--- config.mk ---
export PLATFORM = sky130hd
export DESIGN_NAME = bit_addr_latch
export DESIGN_NICKNAME = d
export VERILOG_FILES = /design/src/rtl/lat_pkg.sv /design/src/rtl/lat_mode_dec.sv /design/src/rtl/lat_addr_dec.sv /design/src/rtl/lat_bit_cell.sv /design/src/rtl/bit_addr_latch.sv
export SDC_FILE = /design/constraint.sdc
export NUM_CORES = 1
export LEC_CHECK = 0
export BUFFER_PORTS_ARGS = -buffer_cell sky130_fd_sc_hd__clkbuf_2
export CORE_AREA = 2 2 39 41
export CTS_CLUSTER_DIAMETER = 150
export CTS_CLUSTER_SIZE = 40
export DETAILED_ROUTE_END_ITERATION = 7
export DIE_AREA = 0 0 41 43
export HOLD_SLACK_MARGIN = 0.05
export PLACE_DENSITY = 0.68
export SETUP_SLACK_MARGIN = 0.15
export SYNTH_ARGS = -nofsm -noshare
export SYNTH_HDL_FRONTEND = slang
export SYNTH_SLANG_ARGS = --single-unit
--- constraint.sdc ---
create_clock -name clk -period 1.6 [get_ports clk]
set_input_delay 0.16 -clock clk [delete_from_list [all_inputs] [get_ports clk]]
set_output_delay 0.16 -clock clk [all_outputs]
set_load 0.02 [all_outputs]
--- src/rtl/lat_pkg.sv ---
package lat_pkg;
  typedef enum logic [1:0] {
    MODE_WRITE = 2'd0,
    MODE_HOLD  = 2'd1,
    MODE_DEC   = 2'd2,
    MODE_CLEAR = 2'd3
  } lat_mode_e;
endpackage

--- src/rtl/lat_mode_dec.sv ---
module lat_mode_dec (
  input  logic              wr_en_n,
  input  logic              clr_n,
  output lat_pkg::lat_mode_e mode
);
  always_comb begin
    unique case ({wr_en_n, clr_n})
      2'b01:   mode = lat_pkg::MODE_WRITE;
      2'b11:   mode = lat_pkg::MODE_HOLD;
      2'b00:   mode = lat_pkg::MODE_DEC;
      default: mode = lat_pkg::MODE_CLEAR;
    endcase
  end
endmodule

--- src/rtl/lat_addr_dec.sv ---
module lat_addr_dec #(
  parameter int ADDR_W = 3,
  localparam int N_OUT = 1 << ADDR_W
) (
  input  logic [ADDR_W-1:0] sel,
  output logic [N_OUT-1:0]  hit
);
  for (genvar i = 0; i < N_OUT; i++) begin : g_hit
    assign hit[i] = (sel == ADDR_W'(i));
  end
endmodule

--- src/rtl/lat_bit_cell.sv ---
module lat_bit_cell (
  input  lat_pkg::lat_mode_e mode,
  input  logic               hit,
  input  logic               din,
  input  logic               held,
  output logic               nxt
);
  always_comb begin
    unique case (mode)
      lat_pkg::MODE_WRITE: nxt = hit ? din : held;
      lat_pkg::MODE_HOLD:  nxt = held;
      lat_pkg::MODE_DEC:   nxt = hit & din;
      default:             nxt = 1'b0;
    endcase
  end
endmodule

--- src/rtl/bit_addr_latch.sv ---
module bit_addr_latch #(
  parameter int ADDR_W = 3,
  localparam int N_OUT = 1 << ADDR_W
) (
  input  logic              clk,
  input  logic              rst,
  input  logic              wr_en_n,
  input  logic              clr_n,
  input  logic [ADDR_W-1:0] sel,
  input  logic              din,
  output logic [N_OUT-1:0]  q
);
  lat_pkg::lat_mode_e mode;
  logic [N_OUT-1:0]   hit;
  logic [N_OUT-1:0]   state_q;
  logic [N_OUT-1:0]   state_nxt;

  lat_mode_dec u_mode (
    .wr_en_n (wr_en_n),
    .clr_n   (clr_n),
    .mode    (mode)
  );

  lat_addr_dec #(.ADDR_W(ADDR_W)) u_addr (
    .sel (sel),
    .hit (hit)
  );

  for (genvar i = 0; i < N_OUT; i++) begin : g_cell
    lat_bit_cell u_cell (
      .mode (mode),
      .hit  (hit[i]),
      .din  (din),
      .held (state_q[i]),
      .nxt  (state_nxt[i])
    );
  end

  always_ff @(posedge clk) begin
    if (rst) state_q <= '0;
    else     state_q <= state_nxt;
  end

  assign q = state_nxt;
endmodule

* Word-level counts from Yosys, hierarchy flattened *
Index checks and enable logic that the tools add are counted.

storage, ports and cells
  logic and storage cells = 40
  register bits = 8
  output and inout port bits = 8
  input port bits = 8

cells by class
  muxes and demuxes = 17
  bitwise logic cells = 8
  equal/unequal tests = 11
  reduce and logical (&&, ||, !) cells = 3

operators with widths
  operator                                        number
  one-hot mux 1 bit (3 select lines)              8
  == test 3 bit (second input constant)           4
  bitwise AND 1 bit                               8
  two-way mux 1 bit                               8
  == test 3 x 2 -> 1 bit (second input constant)  2
  one-hot mux 2 bit (3 select lines)              1
  == test 2 x 1 -> 1 bit (second input constant)  2
  == test 2 bit (second input constant)           2
  zero test 2 bit                                 2
  == test 3 x 1 -> 1 bit (second input constant)  1
  zero test 3 bit                                 1

* Depth between registers and ports, before layout *
  depth in word-level cells = 4
  mapped depth = 5

* Cells and area by module *
Synthesis repeated with hierarchy kept, for this count alone.

unflattened totals
  cells, all modules = 50
  area, all modules = 503.0 µm²

by module, submodules not included
  module          sequential area each (µm²)  instances  cells each  area each (µm²)
  lat_bit_cell    0.0                         8          3           27.5
  bit_addr_latch  160.2                       1          16          210.2
  lat_addr_dec    0.0                         1          8           65.1
  lat_mode_dec    0.0                         1          2           7.5

* Least setup slack after synthesis *
OpenSTA, ideal clock, no wires.

  path type = in2out
  from = in wr_en_n
  to = out q[1]
  buffers on the path = 1
  data arrival time = 1.021 ns
  stages on the path = 3
  required time = 1.440 ns
  setup slack = 0.419 ns
  path through = nor4b_1 > mux2i_1 > buf_4

on the way
  cells in the longest elaborated chain, start to end = 4
  elaborated cells between the ends (all ways) = 8
  classes of those cells = eq/ne: 4; mux: 2; reduce/logical: 2

ends and longest elaborated chain
  element                                      RTL line              source
  from (decl)                                  bit_addr_latch.sv:7   input logic wr_en_n,
  == test 2 bit, or another cell as far along  lat_mode_dec.sv:7     unique case ({wr_en_n, clr_n})
  one-hot mux 2 bit (3 select lines) *         lat_mode_dec.sv:7
  == test 2 bit, or another cell as far along  lat_bit_cell.sv:9     unique case (mode)
  one-hot mux 1 bit (3 select lines) *         lat_bit_cell.sv:9
  to (decl)                                    bit_addr_latch.sv:11  output logic [N_OUT-1:0] q

Every way passes the cells marked *; elsewhere a longest branch is shown, timed or not.

* Worst setup path in the final report *
  from = in wr_en_n
  to = out q[0]

The elaborated chain is that of the path after synthesis.

==> flow_summary.yaml <==
global_route:
  grt_overflow: 0
  grt_max_degree: 17
  grt_pass1_wl_um: 1614
  grt_antenna_before_repair: 0
  gr-usage-all-layers_pct: 13.58
  grt_pass1_vias: 374
cts:
  cts.sinks: 8
  clock_latency_ns: 0.26
  tritoncts: "built"
  htreeDepth: 1
  cts_buffers: 3
  cts_root_buffer: "clkbuf_4"
  cts_buffer_depth: 2
  post-cts-setup-buffers: 0
  cts_resized: 0
  holdBufCountCts: 0
  worst_setup_hold_path_clk_slew_ns: 0.06
synth:
  ys_seq_area_share_pct: 27.83
  synth-seq-cells: 8
  syn_nets: 69
  synth.top_cell.area_share_pct: 27.83
  ys_warn_count: 0
  synth_area_per_cell_um2: 9.435
  synth_cell_types: 14
  synthCells: 61
  synth_area_leaders: "dfxtp_1 28%, mux2i_1 28%, buf_4 10%"
  syn-cell-area_um2: 575.6
  synth_area_leader_cell: "dfxtp_1"
floorplanning:
  die_h_um: 43
  fp-row-count: 14
  start_util_pct: 41.59
  dieWidth_um: 41
  io_pins: 16
  core-area_um2: 1384
  die_area_um2: 1763
detailed_routing:
  wl_per_cell_um: 11.55
  top_layer_used: "met4"
  avgViaCountPerCell: 5.080
  ant_nets: 0
  routed_wl_um: 1005
  firstDrtPassIters: 3
  first_iter_violations: 7
  wl_met2_um: 419
  drc: 0
  wl_met3_um: 54
  wl_met1_um: 518
  via_count: 442
timing:
  fin_tns_setup_ns: 0
  setup_viol: 0
  clock_skew_ns: 0
  slew_violations: 0
  max_freq_mhz: 741.0
  min_period_ns: 1.349
  tightest_slew_ns: 0.2975
  grt_setup_unrepaired: "false"
  period_share_pct: 84.34
  final_hold_viol_count: 0
  hold_slack_ns: 0.2840
  max_slew_margin_pct: 80.17
worst_setup_path:
  path_cells: "clkbuf_2 -> or4_4 -> mux2i_1 -> clkbuf_2"
  cpMaxStageDelayCell: "or4_4"
  worst-setup-path-type: "input pin to primary output"
  worstPathRequired_ns: 1.44
  arrival_ns: 1.19
  crit_top_cell: "clkbuf_2"
  worstPathMaxFanout: 8
  rr_worst_depth: 2
  max_stage_delay_ns: 0.56
  startpoint_type: "input pin"
  cp-end-kind: "primary output"
cells_and_area:
  areaGrowthSynthToFinish_pct: 11.74
  largest_register_ffs: 8
  fin_util_pct: 46.47
  drive_above_1_share_pct: 33.80
  nFillCells: 142
  final_nets: 81
  largest-register: "state_q"
  reg_top3: "state_q: 8 flops"
  stdcell_count: 87
  diodes: 0
power:
  total_leakage_power_nw: 0.2822
  p_per_area_nw_per_um2: 668.2
  p_total_w: 0.0004297
  peakVddDrop_v: 0.0002815
run_status:
  status: "complete, no violations"
min_path:
  hp-class: "input pin to flop"
  holdPathStages: 3
placement:
  dp_hpwl_um: 724
  placement.io_buffers: 15
  gp_congestion: 0.6596
  dp_cells: 84
run:
  drv_cap: 0
[kinds of logic after synthesis]
kind of cell | share of synthesized area [%]
AND/OR/NAND/NOR | 31.09
multiplexers | 27.83
buffers and inverters | 13.26
flip-flops | 27.83
[power breakdown]
group / switching (W) / internal (W)
Sequential: 0.00000131 / 0.000202
Clock: 0.0000721 / 0.0000861
Combinational: 0.0000387 / 0.0000293
[metal layers]
| metal | vias to the layer above | GRT usage (%) |
|---|---|---|
| li1 | 233 | - |
| met1 | 194 | 18.12 |
| met2 | 13 | 17.81 |
| met3 | 2 | 3.665 |
| met4 | 0 | 10.00 |
| met5 | - | 0 |
[cells in the final DEF, fill, tap and decap left out]
cell       Yosys  layout
nand2_1        8       8
nand2b_1       1       1
mux2i_1       16      16
dfxtp_1        8       8
and4bb_2       2       2
inv_1          1       1
nand3b_1       8       8
nand4b_1       1       1
or4_4          1       1
clkbuf_4       0       3
buf_4          8       3
nand4bb_1      1       1
nor4b_1        3       3
clkbuf_2       0      15
[path summary, 6_finish.rpt]
check                to  slack (ns)  startpoint
max                q[0]        0.25     wr_en_n
min          state_q[1]        0.28         rst
max reg2reg  state_q[3]        0.97  state_q[3]
min reg2reg  state_q[4]        0.48  state_q[4]
[layout make-up]
type | count | area (µm²) | share of cell area [%]
sequential | 8 | 160.2 | 24.90
inverter | 1 | 3.754 | 0.5837
tap | 16 | 20.02 | 3.113
timing repair buffer | 18 | 97.59 | 15.18
clock buffer | 3 | 22.52 | 3.502
multi-input combinational | 41 | 339.1 | 52.72
[critical path: cells and delay by family]
| kind | cells | cell delay, ns |
|---|---|---|
| and+or+nand+nor | 1 | 0.56 |
| buffers and inverters | 2 | 0.31 |
| muxes | 1 | 0.16 |
[Yosys cell counts, drive strengths merged]
cell type and number:
mux2i 16, buf 9, dfxtp 8, nand2 8, nand3b 8, nor4b 3
and4bb 2, clkbuf 2, inv 1, nand2b 1, nand4b 1, nand4bb 1
or4 1
[metrics by stage]
step / worst slack (ns) / instance area (µm²)
2_1_floorplan: 0.4194 / 575.6
3_3_place_gp: 0.2610 / 620.6
5_1_grt: 0.1686 / 643.1
6_report: 0.2505 / 643.1
3_5_place_dp: 0.2446 / 620.6
4_1_cts: 0.2450 / 643.1
Note: power is estimated with default switching activity, not from simulation.
